===== config.mk =====
export PLATFORM = sky130hd
export DESIGN_NAME = dbg_mem_ap
export DESIGN_NICKNAME = d
export VERILOG_FILES = /design/src/rtl/dbg_ap_pkg.sv /design/src/rtl/dbg_ap_incr.sv /design/src/rtl/dbg_ap_steer.sv /design/src/rtl/dbg_ap_extract.sv /design/src/rtl/dbg_ap_bus.sv /design/src/rtl/dbg_mem_ap.sv
export SDC_FILE = /design/constraint.sdc
export NUM_CORES = 1
export LEC_CHECK = 0
export ABC_AREA = 1
export BUFFER_PORTS_ARGS = -buffer_cell sky130_fd_sc_hd__buf_2
export CORE_ASPECT_RATIO = 0.6
export CORE_UTILIZATION = 50
export DETAILED_ROUTE_END_ITERATION = 8
export MAX_ROUTING_LAYER = met4
export PLACE_DENSITY = 0.76
export SYNTH_ARGS = -nofsm -noshare
export SYNTH_HDL_FRONTEND = slang
export SYNTH_SLANG_ARGS = --single-unit

===== constraint.sdc =====
create_clock -name clk_i -period 2.28 [get_ports clk_i]
set_clock_uncertainty 0.05 [all_clocks]
set_input_delay 0.228 -clock clk_i [delete_from_list [all_inputs] [get_ports clk_i]]
set_output_delay 0.228 -clock clk_i [all_outputs]
set_load 0.01 [all_outputs]

===== src/rtl/dbg_ap_pkg.sv =====
package dbg_ap_pkg;
  typedef enum logic [1:0] {SZ_BYTE = 2'd0, SZ_HALF = 2'd1, SZ_WORD = 2'd2} xfer_size_e;
  typedef enum logic [1:0] {INC_OFF = 2'd0, INC_SINGLE = 2'd1, INC_PACKED = 2'd2, INC_RSVD = 2'd3} inc_mode_e;

  localparam logic [7:0] OFF_CTRL = 8'h00;
  localparam logic [7:0] OFF_TAR  = 8'h04;
  localparam logic [7:0] OFF_DATA = 8'h0C;
  localparam logic [7:0] OFF_CFG  = 8'hF4;
  localparam logic [7:0] OFF_BASE = 8'hF8;
  localparam logic [7:0] OFF_ID   = 8'hFC;

  localparam logic [31:0] CTRL_FIXED = 32'h2300_0040;
endpackage


===== src/rtl/dbg_ap_incr.sv =====
module dbg_ap_incr
  import dbg_ap_pkg::*;
#(
  parameter int unsigned AW       = 32,
  parameter int unsigned WIN_BITS = 10
) (
  input  logic [AW-1:0] addr_i,
  input  xfer_size_e    size_i,
  input  inc_mode_e     mode_i,
  output logic [AW-1:0] addr_o,
  output logic          wrap_o
);
  localparam int unsigned SW = WIN_BITS + 1;

  logic [2:0]    step;
  logic [SW-1:0] sum;

  always_comb begin
    case (mode_i)
      INC_SINGLE: begin
        case (size_i)
          SZ_BYTE: step = 3'd1;
          SZ_HALF: step = 3'd2;
          default: step = 3'd4;
        endcase
      end
      INC_PACKED: step = 3'd4;
      default:    step = 3'd0;
    endcase
  end

  // carry out of the window is reported, never propagated
  assign sum    = {1'b0, addr_i[WIN_BITS-1:0]} + SW'(step);
  assign addr_o = {addr_i[AW-1:WIN_BITS], sum[WIN_BITS-1:0]};
  assign wrap_o = sum[WIN_BITS];
endmodule


===== src/rtl/dbg_ap_steer.sv =====
module dbg_ap_steer
  import dbg_ap_pkg::*;
#(
  parameter int unsigned DW = 32
) (
  input  xfer_size_e      size_i,
  input  logic [1:0]      addr_lo_i,
  input  logic [DW-1:0]   data_i,
  output logic [DW/8-1:0] be_o,
  output logic [DW-1:0]   data_o
);
  localparam int unsigned NB = DW / 8;

  for (genvar i = 0; i < NB; i++) begin : g_lane
    logic       be_l;
    logic [7:0] byte_l;
    always_comb begin
      case (size_i)
        SZ_BYTE: begin
          be_l   = (addr_lo_i == 2'(i));
          byte_l = data_i[7:0];
        end
        SZ_HALF: begin
          be_l   = (addr_lo_i[1] == 1'(i / 2));
          byte_l = data_i[8*(i%2) +: 8];
        end
        default: begin
          be_l   = 1'b1;
          byte_l = data_i[8*i +: 8];
        end
      endcase
    end
    assign be_o[i]          = be_l;
    assign data_o[8*i +: 8] = be_l ? byte_l : 8'h00;
  end
endmodule


===== src/rtl/dbg_ap_extract.sv =====
module dbg_ap_extract
  import dbg_ap_pkg::*;
#(
  parameter int unsigned DW = 32
) (
  input  xfer_size_e    size_i,
  input  logic [1:0]    addr_lo_i,
  input  logic [DW-1:0] word_i,
  output logic [DW-1:0] data_o
);
  always_comb begin
    case (size_i)
      SZ_BYTE: data_o = DW'(word_i[{addr_lo_i, 3'b000} +: 8]);
      SZ_HALF: data_o = DW'(word_i[{addr_lo_i[1], 4'b0000} +: 16]);
      default: data_o = word_i;
    endcase
  end
endmodule


===== src/rtl/dbg_ap_bus.sv =====
module dbg_ap_bus
  import dbg_ap_pkg::*;
#(
  parameter int unsigned AW = 32,
  parameter int unsigned DW = 32
) (
  input  logic            clk_i,
  input  logic            rst_ni,
  input  logic            start_i,
  input  logic            we_i,
  input  logic [AW-1:0]   addr_i,
  input  xfer_size_e      size_i,
  input  logic [DW-1:0]   wdata_i,
  input  logic            ack_i,
  input  logic [DW-1:0]   rdata_i,
  output logic            req_o,
  output logic            we_o,
  output logic [AW-1:0]   addr_o,
  output logic [DW/8-1:0] be_o,
  output logic [DW-1:0]   wdata_o,
  output xfer_size_e      size_o,
  output logic [DW-1:0]   rd_data_o
);
  localparam int unsigned NB = DW / 8;

  logic [NB-1:0] be_n;
  logic [DW-1:0] wd_n;
  logic [DW-1:0] rd_ext;

  dbg_ap_steer #(.DW(DW)) u_steer (
    .size_i    (size_i),
    .addr_lo_i (addr_i[1:0]),
    .data_i    (wdata_i),
    .be_o      (be_n),
    .data_o    (wd_n)
  );

  // extraction uses the attributes of the transfer being completed
  dbg_ap_extract #(.DW(DW)) u_extract (
    .size_i    (size_o),
    .addr_lo_i (addr_o[1:0]),
    .word_i    (rdata_i),
    .data_o    (rd_ext)
  );

  always_ff @(posedge clk_i or negedge rst_ni) begin
    if (!rst_ni) begin
      req_o     <= 1'b0;
      we_o      <= 1'b0;
      addr_o    <= '0;
      be_o      <= '0;
      wdata_o   <= '0;
      size_o    <= SZ_BYTE;
      rd_data_o <= '0;
    end else begin
      if (ack_i && req_o && !we_o) rd_data_o <= rd_ext;
      if (start_i) begin
        req_o   <= 1'b1;
        we_o    <= we_i;
        addr_o  <= addr_i;
        be_o    <= be_n;
        wdata_o <= wd_n;
        size_o  <= size_i;
      end else if (ack_i) begin
        req_o <= 1'b0;
      end
    end
  end
endmodule


===== src/rtl/dbg_mem_ap.sv =====
module dbg_mem_ap
  import dbg_ap_pkg::*;
#(
  parameter int unsigned AW       = 32,
  parameter int unsigned DW       = 32,
  parameter int unsigned WIN_BITS = 10,
  parameter logic [31:0] CFG_VAL  = 32'h0000_0000,
  parameter logic [31:0] BASE_VAL = 32'hE00F_F003,
  parameter logic [31:0] ID_VAL   = 32'h2477_0011
) (
  input  logic            clk_i,
  input  logic            rst_ni,
  input  logic [7:0]      reg_addr_i,
  input  logic            reg_wr_i,
  input  logic            reg_rd_i,
  input  logic [DW-1:0]   reg_wdata_i,
  output logic [DW-1:0]   reg_rdata_o,
  output logic            bus_req_o,
  output logic            bus_we_o,
  output logic [AW-1:0]   bus_addr_o,
  output logic [DW/8-1:0] bus_be_o,
  output logic [DW-1:0]   bus_wdata_o,
  input  logic            bus_ack_i,
  input  logic [DW-1:0]   bus_rdata_i
);
  localparam int unsigned NB = DW / 8;

  xfer_size_e    size_q;
  inc_mode_e     mode_q;
  logic          wrap_q;
  logic          drop_q;
  logic [AW-1:0] tar_q;

  logic          is_data, is_bank, data_acc, start, drop, busy, tar_wrap;
  logic [1:0]    bank_sel;
  logic [AW-1:0] xfer_addr, tar_nxt;
  logic [DW-1:0] rd_data, ctrl_view;
  xfer_size_e    xfer_size;

  assign is_data  = (reg_addr_i == OFF_DATA);
  assign is_bank  = (reg_addr_i[7:4] == 4'h1) && (reg_addr_i[1:0] == 2'b00);
  assign bank_sel = reg_addr_i[3:2];
  assign data_acc = (reg_wr_i | reg_rd_i) & (is_data | is_bank);
  assign start    = data_acc & (~busy | bus_ack_i);
  assign drop     = data_acc & busy & ~bus_ack_i;

  assign xfer_addr = is_bank ? {tar_q[AW-1:4], bank_sel, 2'b00} : tar_q;

  dbg_ap_incr #(.AW(AW), .WIN_BITS(WIN_BITS)) u_incr (
    .addr_i (tar_q),
    .size_i (size_q),
    .mode_i (mode_q),
    .addr_o (tar_nxt),
    .wrap_o (tar_wrap)
  );

  dbg_ap_bus #(.AW(AW), .DW(DW)) u_bus (
    .clk_i     (clk_i),
    .rst_ni    (rst_ni),
    .start_i   (start),
    .we_i      (reg_wr_i),
    .addr_i    (xfer_addr),
    .size_i    (size_q),
    .wdata_i   (reg_wdata_i),
    .ack_i     (bus_ack_i),
    .rdata_i   (bus_rdata_i),
    .req_o     (busy),
    .we_o      (bus_we_o),
    .addr_o    (bus_addr_o),
    .be_o      (bus_be_o),
    .wdata_o   (bus_wdata_o),
    .size_o    (xfer_size),
    .rd_data_o (rd_data)
  );

  assign bus_req_o = busy;

  always_ff @(posedge clk_i or negedge rst_ni) begin
    if (!rst_ni) begin
      size_q <= SZ_BYTE;
      mode_q <= INC_OFF;
      wrap_q <= 1'b0;
      drop_q <= 1'b0;
      tar_q  <= '0;
    end else begin
      if (reg_wr_i && reg_addr_i == OFF_CTRL) begin
        if (reg_wdata_i[2:0] <= 3'd2) size_q <= xfer_size_e'(reg_wdata_i[1:0]);
        mode_q <= inc_mode_e'(reg_wdata_i[5:4]);
        if (reg_wdata_i[7]) wrap_q <= 1'b0;
        if (reg_wdata_i[9]) drop_q <= 1'b0;
      end
      if (reg_wr_i && reg_addr_i == OFF_TAR) tar_q <= reg_wdata_i[AW-1:0];
      if (start && is_data) begin
        tar_q <= tar_nxt;
        if (tar_wrap) wrap_q <= 1'b1;
      end
      if (drop) drop_q <= 1'b1;
    end
  end

  assign ctrl_view = CTRL_FIXED |
                     {22'b0, drop_q, busy, wrap_q, 1'b0, mode_q, 1'b0, 1'b0, size_q};

  always_comb begin
    if (is_data || is_bank) begin
      reg_rdata_o = rd_data;
    end else begin
      case (reg_addr_i)
        OFF_CTRL: reg_rdata_o = ctrl_view;
        OFF_TAR:  reg_rdata_o = DW'(tar_q);
        OFF_CFG:  reg_rdata_o = CFG_VAL;
        OFF_BASE: reg_rdata_o = BASE_VAL;
        OFF_ID:   reg_rdata_o = ID_VAL;
        default:  reg_rdata_o = '0;
      endcase
    end
  end

  if (NB != 4) begin : g_width_check
    initial $error("dbg_mem_ap supports a 32-bit data path only");
  end
endmodule


==> flow_metrics.env, run 1 <==
export IMPL_critPathSlowestCell="dfrtp_1"
export IMPL_io_buffers=178
export IMPL_core_mm2=0.0138
export IMPL_vias=7269
export IMPL_cts_reportedPaths_clkPinSlew_ns=0.06
export IMPL_finalSetupViolCount=0
export IMPL_synth_seq_cells=142
export IMPL_critPathTopFamily="adder cells"
export IMPL_drt_iter0_drc=821
export IMPL_first_pass_iters=7
export IMPL_endpoint_kind="register"
export IMPL_ys_types=31
export IMPL_rsz0062_at_grt="yes"
export IMPL_yosysTopAreaCellShare_pct=49.7
export IMPL_drive_gt1_share_pct=24.8
export IMPL_finalPower_mw=6.85
export IMPL_grt_usage_pct=32.9
export IMPL_use_met3_pct=6.10
export IMPL_die_h_um=94.6
export IMPL_cp_start_kind="register"
export IMPL_cellLeakagePower_nw=4.80
export IMPL_gp_congestion=0.926
export IMPL_power_frac_seq_pct=44.9
export IMPL_final_common_cell="nand2_1"
export IMPL_yosys_warnings=0
export IMPL_post_route_min_period_ns=2.22
export IMPL_syn_nets=996
export IMPL_tns_ns=0
export IMPL_crit_buf_inv=1
export IMPL_initial_core_util_pct=51.8
export IMPL_htree_levels=4
export IMPL_grt_start_max_net_pins=102
export IMPL_wire_per_inst_um=17.7
export IMPL_syn_avg_cell_area_um2=7.83
export IMPL_startpoint="mode_q[1]$_DFFE_PN0P_"
export IMPL_relSlewSlack_pct=51.2
export IMPL_postPlaceCellArea_mm2=0.00829
export IMPL_holdWs_ns=0.00271
export IMPL_drtAntennaViolNets=0
export IMPL_routed_via_density=5.58
export IMPL_min_path_type="in2reg"
export IMPL_cts_tree="built"
export IMPL_rows=33
export IMPL_slowest_delay_ns=0.41
export IMPL_fin_crit_sh_pct=97.3
export IMPL_critPathKind="reg2reg"
export IMPL_drt_total_wl_mm=23.0
export IMPL_netlist_instances=913
export IMPL_swShare_pct=29.9
export IMPL_antennaDiodeCount=0
export IMPL_tightest_slew_ns=0.729
export IMPL_netlist_top_cells_area="dfrtp_1 50%, nand2_1 17%, nand3_1 5.4%, o21ai_0 4.3%, inv_1 4.3%"
export IMPL_cts_sinks=142
export IMPL_maxSlewViolCount=0
export IMPL_p_sw_mw=2.05
export IMPL_clockPowerShare_pct=38.9
export IMPL_ioPinCount=179
export IMPL_drc=0
export IMPL_grtUsageMet2_pct=46.8
export IMPL_combinationalPowerShare_pct=16.1
export IMPL_grt_pass1_wl_mm=35.2
export IMPL_nets=1182
export IMPL_reg2reg_from="mode_q[1]$_DFFE_PN0P_"
export IMPL_yosysTopAreaCell="dfrtp_1"
export IMPL_powerDensity_mw_per_mm2=758
export IMPL_vdd_drop_max_mv=0.510
export IMPL_path_cells="inv_1, ha_2, nand2_2, nor3_2, ha_2, fa_2, nand2_2, nand2_4, nand2_4, nor2_2, xor2_1, o211ai_1"
export IMPL_root_buffer="clkbuf_16"
export IMPL_min_from="reg_wdata_i[11]"
export IMPL_status="finished clean"
export IMPL_top_usage_layer="met1"
export IMPL_antenna_found_initial=0
export IMPL_dieArea_mm2=0.0148
export IMPL_clockBufferDepth=2
export IMPL_drv_cap=0
export IMPL_crit_fanout=3
export IMPL_ys_seq_area_share_pct=49.7
export IMPL_clk_insertion_delay_late_ns=0.42
export IMPL_intPower_mw=4.81
export IMPL_worst_ep_arrival_time_ns=2.46
export IMPL_place_hpwl_mm=16.4
export IMPL_finalHoldViolCount=0
export IMPL_grt_use_met1_pct=47.5
export IMPL_globalRouteOverflowTotal=0
export IMPL_max_clock_freq_mhz=451
export IMPL_grt_pass1_vias=6663
export IMPL_required_ns=2.52
export IMPL_die_x_um=156
export IMPL_layout_common_cells="324 x nand2_1, 177 x buf_2, 142 x dfrtp_1, 79 x inv_1, 76 x nand3_1"
export IMPL_final_cell_area_mm2=0.00904
export IMPL_numCtsBuffers=17
export IMPL_syn_to_final_growth_pct=26.5
export IMPL_synth_cell_area_mm2=0.00715
## through the flow
stage          std cells  utilization, %  setup WS (ns)
4_1_cts             1298            64.9         0.0406
6_report            1303            65.6         0.0616
5_1_grt             1303            65.6         -0.112
2_1_floorplan        913               -          0.182
3_3_place_gp        1258            60.1         0.0715
3_5_place_dp        1258            60.1        -0.0211
## worst paths after layout
kind | cells past startpoint | endpoint | slack (ns)
worst max-delay path | 12 | tar_q[8]$_DFFE_PN0P_ | 0.06
worst min-delay path | 3 | tar_q[11]$_DFFE_PN0P_ | 0.003
worst max register to register | 12 | tar_q[8]$_DFFE_PN0P_ | 0.06
worst min register to register | 2 | u_bus.wdata_o[31]$_DFFE_PN0P_ | 0.43
max in group asynchronous | 3 | u_bus.addr_o[8]$_DFFE_PN0P_ | 1.33
min in group asynchronous | 2 | u_bus.addr_o[10]$_DFFE_PN0P_ | 0.22
## power by group through the flow
stage                     combinational (mW)  sequential (mW)  clock (mW)
after global placement                  1.03             3.11           0
after detailed placement                1.06             3.11           0
final                                   1.10             3.08        2.67
after CTS                               1.08             3.07        2.69
after global routing                    1.24             3.12        2.78
after floorplan                        0.480             3.15           0
## flip-flops by register name, indices dropped and copies added, names as in the netlist, 2 cells and up
name and count:
u_bus.be_o 4, u_bus.wdata_o 32, size_q 2, u_bus.size_o 2, mode_q 2, u_bus.addr_o 32
u_bus.rd_data_o 32, tar_q 32
## cells by family (layout without fill, tap and decap cells)
kind of cell | after synthesis | in the layout | synth area share (%)
flops | 142 | 142 | 49.7
fa+ha+maj | 6 | 6 | 1.16
buf+inv | 134 | 332 | 7.82
compound gates | 168 | 168 | 14.0
simple gates | 458 | 458 | 26.7
xor+xnor | 5 | 5 | 0.613
## worst min-delay path, stage by stage
cell and delay, ns:
buf_2 0.10, nand2_1 0.05, o21ai_0 0.06
## layout make-up
type | instances | area, um2
fillers | 1199 | 4750
flip-flops and latches | 142 | 3550
multi-input cells | 637 | 3130
repair buffers | 211 | 1230
clock buffers | 17 | 425
inverters | 90 | 338
well taps | 192 | 240
clock inverters | 14 | 135
## per-layer routing
layer	part of all wire, %	vias to the layer above
li1	-	3364
met1	45	3456
met2	43	404
met3	9.8	45
met4	1.9	0
met5	0	-
## cells in the mapped netlist
master,n
and2_1,1
inv_1,81
o22ai_1,3
buf_2,15
nor2_4,6
dfrtp_1,142
ha_1,5
o21ai_0,61
a31oi_1,8
o221ai_1,9
buf_1,4
nand4_2,2
buf_6,3
nand4_1,5
clkbuf_1,18
nor2_2,2
fa_1,1
a21boi_0,7
o21ai_1,42
a21oi_1,5
o2111ai_1,11
xor2_1,3
nand2_1,332
nand3_1,77
buf_4,4
nor2_1,27
xnor2_1,2
nand2_2,2
inv_2,9
o211ai_1,22
nor3_1,4
## repair_timing
| item | in CTS | in global routing |
|---|---|---|
| endpoints found under the hold margin | 40 | 0 |
| buffers inserted | 1 | 5 |
| resized for setup | 5 | 16 |
| pin swaps | 1 | 11 |
| setup endpoints to repair | 2 | 7 |
| hold buffers | 8 | 0 |
| cloned | 0 | 0 |
(Power assumes the default switching activity.)
==> run 2, diff against run 1 <==
--- a/config.mk
+++ b/config.mk
@@ -11,7 +11,9 @@
 export CORE_UTILIZATION = 50
 export DETAILED_ROUTE_END_ITERATION = 8
 export MAX_ROUTING_LAYER = met4
-export PLACE_DENSITY = 0.76
+export PLACE_DENSITY = 0.74
+export SLEW_MARGIN = 20
 export SYNTH_ARGS = -nofsm -noshare
 export SYNTH_HDL_FRONTEND = slang
+export SYNTH_HIERARCHICAL = 1
 export SYNTH_SLANG_ARGS = --single-unit
==> run 2 against run 1 <==
Net effect: the run now ends with negative setup slack left; sequential share of layout area down 4.3 points; fmax fell by 8.3%; via count up 22%; sequential power decreased by 11%; worst setup slack got worse by 0.20 ns; utilization shrank 4.6 points; clock power up 11%; combinational power is 39% lower; critical path type unchanged; largest power group is now the clock network.
==> flow_metrics.env, run 2 <==
export IMPL_critPathKind="reg2reg"
export IMPL_rows=36
export IMPL_crit_fanout=4
export IMPL_relSlewSlack_pct=55.1
export IMPL_clk_insertion_delay_late_ns=0.42
export IMPL_max_clock_freq_mhz=413
export IMPL_grt_start_max_net_pins=59
export IMPL_postPlaceCellArea_mm2=0.00947
export IMPL_root_buffer="clkbuf_16"
export IMPL_endpoint_kind="register"
export IMPL_reg2reg_from="mode_q[0]$_DFFE_PN0P_"
export IMPL_grt_pass1_vias=8064
export IMPL_tightest_slew_ns=0.673
export IMPL_wire_per_inst_um=16.6
export IMPL_fin_util_pct=61.0
export IMPL_io_buffers=178
export IMPL_synth_common_cells="653 x nand2_1, 142 x dfrtp_1, 97 x inv_1, 93 x nand3_1, 68 x nand4_1"
export IMPL_globalRouteOverflowTotal=0
export IMPL_drc=0
export IMPL_async_flop_share_pct=100
export IMPL_fin_cells=1636
export IMPL_gp_congestion=0.991
export IMPL_synth_edf_count=0
export IMPL_drive_gt1_share_pct=21.4
export IMPL_finalSetupViolCount=7
export IMPL_numCtsBuffers=17
export IMPL_status="finished with violations"
export IMPL_drv_cap=0
export IMPL_die_h_um=104
export IMPL_fin_crit_sh_pct=106
export IMPL_required_ns=2.54
export IMPL_place_hpwl_mm=19.5
export IMPL_core_mm2=0.0167
export IMPL_antenna_found_initial=0
export IMPL_post_route_min_period_ns=2.42
export IMPL_synth_seq_cells=142
export IMPL_netlist_top_cells_area="dfrtp_1 41%, nand2_1 28%, nand3_1 5.3%, nand4_1 4.9%, inv_1 4.2%"
export IMPL_vdd_drop_max_mv=0.482
export IMPL_timing_rr_end="tar_q[6]$_DFFE_PN0P_"
export IMPL_yosysTopAreaCellShare_pct=40.7
export IMPL_dp_cells=1601
export IMPL_initial_core_util_pct=52.4
export IMPL_drt_total_wl_mm=27.2
export IMPL_htree_levels=4
export IMPL_ys_types=37
export IMPL_failed_checks="negative setup slack"
export IMPL_antennaDiodeCount=0
export IMPL_cts_reportedPaths_clkPinSlew_ns=0.06
export IMPL_die_x_um=173
export IMPL_worst_ep_arrival_time_ns=2.68
export IMPL_clockBufferDepth=2
export IMPL_yosysTopAreaCell="dfrtp_1"
export IMPL_cellLeakagePower_nw=6.04
export IMPL_final_common_cell="nand2_1"
export IMPL_ioPinCount=179
export IMPL_reg2regPathDepth=17
export IMPL_finalHoldViolCount=0
export IMPL_ys_seq_area_share_pct=40.7
export IMPL_r2r_slack_ns=-0.14
export IMPL_cp_start_kind="register"
export IMPL_syn_avg_cell_area_um2=6.91
export IMPL_syn_nets=1347
export IMPL_layout_common_cells="651 x nand2_1, 177 x buf_2, 142 x dfrtp_1, 93 x inv_1, 92 x nand3_1"
export IMPL_netlist_instances=1264
export IMPL_holdWs_ns=0.0135
export IMPL_vias=8904
export IMPL_maxSlewViolCount=0
export IMPL_yosys_warnings=6
export IMPL_synth_most_common_cell="nand2_1"
export IMPL_synth_cell_area_mm2=0.00873
export IMPL_syn_to_final_growth_pct=16.4
export IMPL_cts_sinks=142
export IMPL_min_from="reg_wr_i"
export IMPL_synthFlopType="dfrtp_1"
export IMPL_layout_setup_ws_ns=-0.140
export IMPL_final_cell_area_mm2=0.0102
export IMPL_drt_iter0_drc=1195
export IMPL_rsz0062_at_grt="yes"
export IMPL_holdPathStages=3
export IMPL_min_path_type="in2reg"
export IMPL_first_pass_iters=5
export IMPL_routed_via_density=5.44
export IMPL_cts_tree="built"
export IMPL_drtAntennaViolNets=0
export IMPL_min_to="u_bus/we_o$_DFFE_PN0P_"
export IMPL_powerDensity_mw_per_mm2=626
export IMPL_dieArea_mm2=0.0180
export IMPL_grt_pass1_wl_mm=43.1
export IMPL_nets=1478
export IMPL_grt_usage_pct=31.0
run 2: where the power goes:
part | switching, mW | leakage [nW] | internal (mW) | total (mW)
clock | 1.18 | 0.302 | 1.78 | 2.96
combinational | 0.442 | 3.78 | 0.226 | 0.668
sequential | 0.101 | 1.96 | 2.63 | 2.73
run 2: final cells by class:
cell class	count	area [um2]
clock buffers	19	443
clock inverters	13	178
fillers	1616	6500
inverters	109	419
multi-input cells	918	4130
flip-flops and latches	142	3550
well taps	228	285
repair buffers	207	1150
run 2: routing by layer:
metal | part of all wire [%] | global-route usage, % | up-vias
li1 | - | - | 4189
met1 | 47 | 46.6 | 4219
met2 | 42 | 42.6 | 464
met3 | 9.7 | 6.10 | 32
met4 | 1.1 | 6.82 | 0
met5 | 0 | - | -
run 2: worst max-delay path by stage:
stage / start / to / slack, ns / depth (start not counted)
final: mode_q[0]$_DFFE_PN0P_ / tar_q[6]$_DFFE_PN0P_ / -0.14 / 17
after global routing: mode_q[1]$_DFFE_PN0P_ / tar_q[6]$_DFFE_PN0P_ / -0.28 / 16
after CTS: mode_q[1]$_DFFE_PN0P_ / tar_q[6]$_DFFE_PN0P_ / -0.02 / 16
after detailed placement: mode_q[1]$_DFFE_PN0P_ / tar_q[6]$_DFFE_PN0P_ / -0.07 / 16
after global placement: mode_q[1]$_DFFE_PN0P_ / tar_q[6]$_DFFE_PN0P_ / -0.03 / 16
after floorplan: mode_q[0]$_DFFE_PN0P_ / tar_q[6]$_DFFE_PN0P_ / 0.04 / 17
run 2: cell families after synthesis:
family	Yosys count	share of synthesized area, %
flops	142	40.7
fa+ha+maj	6	0.946
buf+inv	204	12.7
xor+xnor	3	0.301
compound gates	42	2.95
simple gates	867	42.4
run 2: timing repair:
item / 4_1_cts / 5_1_grt
pin swaps: 1 / 3
hold buffers: 1 / 0
endpoints found under the hold margin: 48 / 0
cloned: 0 / 0
gates resized for setup: 6 / 6
setup endpoints to repair: 4 / 8
setup buffers: 0 / 2
run 2: stage by stage:
| step | setup WS [ns] | power (mW) | TNS [ns] |
|---|---|---|---|
| after floorplan | 0.0427 | 3.14 | 0 |
| after global placement | -0.0273 | 3.41 | -0.0296 |
| after detailed placement | -0.0710 | 3.42 | -0.139 |
| after CTS | -0.0152 | 6.37 | -0.0152 |
| after global routing | -0.275 | 6.58 | -1.45 |
| final | -0.140 | 6.37 | -0.546 |
run 2: critical path, stage by stage (launching register included):
cell and delay [ns]:
dfrtp_1 0.39, inv_2 0.08, ha_4 0.20, inv_2 0.05, nand2_2 0.05, buf_4 0.13, nor2_1 0.12, nand2_1 0.13
fa_2 0.40, inv_2 0.07, nand2_2 0.06, nand2_4 0.09, nand2_1 0.07, xor2_1 0.15, inv_1 0.05, nand4_1 0.08
nand2_1 0.08, nand2_1 0.04
==> run 3, diff against run 2 <==
--- a/config.mk
+++ b/config.mk
@@ -5,13 +5,13 @@
 export SDC_FILE = /design/constraint.sdc
 export NUM_CORES = 1
 export LEC_CHECK = 0
-export ABC_AREA = 1
 export BUFFER_PORTS_ARGS = -buffer_cell sky130_fd_sc_hd__buf_2
 export CORE_ASPECT_RATIO = 0.6
 export CORE_UTILIZATION = 50
 export DETAILED_ROUTE_END_ITERATION = 8
 export MAX_ROUTING_LAYER = met4
 export PLACE_DENSITY = 0.74
+export SKIP_LAST_GASP = 1
 export SLEW_MARGIN = 20
 export SYNTH_ARGS = -nofsm -noshare
 export SYNTH_HDL_FRONTEND = slang
==> run 3 against run 2 <==
Net effect: fmax decreased by 0.59%; sequential share of layout area increased by 0.52 points; register-to-register slack about the same; largest cell class unchanged; the flow still finishes with violations (negative setup slack); flip-flop and latch count unchanged; highest routed layer unchanged; count of clock-buffer cells in the layout decreased by 1.
==> flow_metrics.env, run 3 <==
export IMPL_powerDensity_mw_per_mm2=646
export IMPL_yosysTopAreaCellShare_pct=43.1
export IMPL_fin_cells=1054
export IMPL_grtUsageMet2_pct=42.9
export IMPL_grt_start_max_net_pins=54
export IMPL_ioPinCount=179
export IMPL_numCtsBuffers=17
export IMPL_syn_nets=742
export IMPL_layout_setup_ws_ns=-0.154
export IMPL_top_usage_layer="met2"
export IMPL_syn_to_final_growth_pct=21.4
export IMPL_cp_start_kind="register"
export IMPL_tns_ns=-0.731
export IMPL_routed_via_density=5.84
export IMPL_cts_reportedPaths_clkPinSlew_ns=0.06
export IMPL_cts_sinks=142
export IMPL_worst_ep_arrival_time_ns=2.67
export IMPL_drive_gt1_share_pct=55.2
export IMPL_drc=0
export IMPL_drt_iter0_drc=515
export IMPL_relSlewSlack_pct=56.0
export IMPL_cts_tree="built"
export IMPL_max_clock_freq_mhz=411
export IMPL_globalRouteOverflowTotal=0
export IMPL_antenna_found_initial=0
export IMPL_multiInputGateArea_mm2=0.00423
export IMPL_yosys_warnings=6
export IMPL_failed_checks="negative setup slack"
export IMPL_core_mm2=0.0157
export IMPL_wire_per_inst_um=23.0
export IMPL_critPathKind="reg2reg"
export IMPL_r2r_slack_ns=-0.15
export IMPL_use_met3_pct=6.06
export IMPL_layout_common_cells="177 x buf_2, 142 x dfrtp_1, 90 x mux2_4, 81 x mux2_2, 37 x buf_4"
export IMPL_n_fill_cell=1223
export IMPL_grt_pass1_vias=6245
export IMPL_initial_core_util_pct=52.5
export IMPL_clockBufferDepth=2
export IMPL_htree_levels=4
export IMPL_rsz0062_at_grt="yes"
export IMPL_synth_most_common_cell="dfrtp_1"
export IMPL_drv_cap=0
export IMPL_die_h_um=102
export IMPL_final_common_cell="buf_2"
export IMPL_synth_edf_count=0
export IMPL_crit_end="tar_q[4]$_DFFE_PN0P_"
export IMPL_grt_use_met1_pct=42.3
export IMPL_ys_seq_area_share_pct=43.1
export IMPL_vdd_drop_max_mv=0.479
export IMPL_root_buffer="clkbuf_16"
export IMPL_reg2regPathDepth=12
export IMPL_yosysTopAreaCell="dfrtp_1"
export IMPL_synth_seq_cells=142
export IMPL_crit_fanout=4
export IMPL_maxSlewViolCount=0
export IMPL_synth_common_cells="142 x dfrtp_1, 90 x mux2_4, 81 x mux2_2, 34 x buf_4, 27 x and2_1"
export IMPL_clk_insertion_delay_late_ns=0.41
export IMPL_endpoint_kind="register"
export IMPL_drtAntennaViolNets=0
export IMPL_finalSetupViolCount=8
export IMPL_netlist_top_cells_area="dfrtp_1 43%, mux2_4 16%, mux2_2 11%, buf_4 3.1%, mux2i_1 2.9%"
export IMPL_tightest_slew_ns=0.660
export IMPL_io_buffers=178
export IMPL_synthFlopType="dfrtp_1"
export IMPL_seqCellArea_mm2=0.00355
export IMPL_timing_rr_end="tar_q[4]$_DFFE_PN0P_"
export IMPL_fin_crit_sh_pct=107
export IMPL_place_hpwl_mm=17.7
export IMPL_die_x_um=168
export IMPL_startpoint="mode_q[0]$_DFFE_PN0P_"
export IMPL_post_route_min_period_ns=2.43
export IMPL_status="finished with violations"
export IMPL_netlist_instances=659
export IMPL_min_path_type="in2reg"
export IMPL_nets=920
export IMPL_synth_cell_area_mm2=0.00825
export IMPL_reg2reg_from="mode_q[0]$_DFFE_PN0P_"
export IMPL_finalHoldViolCount=0
export IMPL_rows=35
export IMPL_grt_usage_pct=29.6
export IMPL_ys_types=60
export IMPL_cellLeakagePower_nw=5.40
export IMPL_dp_cells=1016
export IMPL_async_flop_share_pct=100
export IMPL_pre_cts_ws_ns=-0.136
export IMPL_grt_pass1_wl_mm=36.3
export IMPL_gp_congestion=0.958
export IMPL_holdWs_ns=0.104
export IMPL_dieArea_mm2=0.0170
export IMPL_finalPower_mw=6.47
export IMPL_syn_avg_cell_area_um2=12.5
export IMPL_vias=6155
export IMPL_required_ns=2.52
export IMPL_first_pass_iters=5
export IMPL_drt_total_wl_mm=24.3
run 3: changes by cell type after synthesis, moves of 22 or more:
cell | previous run | this run
mux2_2 | 0 | 81
mux2_4 | 0 | 90
nand2_1 | 653 | 25
inv_1 | 97 | 23
a221o_1 | 0 | 22
nand4_1 | 68 | 1
mux2i_1 | 0 | 24
nand3_1 | 93 | 6
and2_1 | 0 | 27
run 3: cell type report:
type                    instances  area share, %
diodes                          1         0.0250
clock buffers                  18           4.39
clock inverters                14           1.32
inverters                      23          0.862
multi-input cells             429           42.2
flip-flops and latches        142           35.5
well taps                     203           2.54
repair buffers                224           13.2
run 3: routing by layer:
metal,vias to the layer above,part of all wire [%]
met3,28,7.5
met4,0,1.0
met2,291,44
li1,2723,-
met5,-,0
met1,3113,48
run 3: cells by family after synthesis:
kind of cell | synth area share, %
AOI/OAI and AO/OA | 9.75
buffers and inverters | 7.10
adders and majority gates | 1.00
and+or+nand+nor | 7.89
muxes | 30.3
DFF | 43.1
xor gates and xnor gates | 0.849
run 3: critical path, stage by stage (launching register included):
cell and delay, ns:
dfrtp_1 0.39, inv_2 0.08, ha_4 0.21, nor2_4 0.10, nand2_1 0.06, nor2_1 0.09
ha_2 0.19, inv_2 0.04, fa_2 0.36, nor2b_4 0.18, o21ai_0 0.12, xnor2_1 0.16
mux2_4 0.28
run 3: power by group:
group	internal, mW	total (mW)	switching (mW)
logic	0.477	0.922	0.446
registers	2.71	2.86	0.152
clock network	1.55	2.69	1.15
run 3: worst min-delay path by stage:
stage,slack [ns],end,cells past startpoint,startpoint
5_1_grt,0.10,u_bus/req_o$_DFFE_PN0P_,3,bus_ack_i
6_report,0.10,u_bus/req_o$_DFFE_PN0P_,3,bus_ack_i
2_1_floorplan,-0.12,drop_q$_DFFE_PN0P_,0,rst_ni
3_5_place_dp,0.16,u_bus/rd_data_o[13]$_DFFE_PN0P_,1,rst_ni
4_1_cts,0.08,u_bus/req_o$_DFFE_PN0P_,3,bus_ack_i
3_3_place_gp,0.15,u_bus/rd_data_o[10]$_DFFE_PN0P_,1,rst_ni
run 3: stage by stage:
step	cell area [um2]	utilization, %
3_3_place_gp	9320	59.3
2_1_floorplan	8280	-
4_1_cts	9920	63.1
6_report	10000	63.7
5_1_grt	10000	63.7
3_5_place_dp	9320	59.3
run 3: what timing repair did:
action                                 4_1_cts  5_1_grt
resized for setup                            1       21
setup endpoints to repair                    4       10
setup buffers                                3        2
endpoints found under the hold margin       50        0
hold buffers                                 1        0
pin swaps                                    0        0
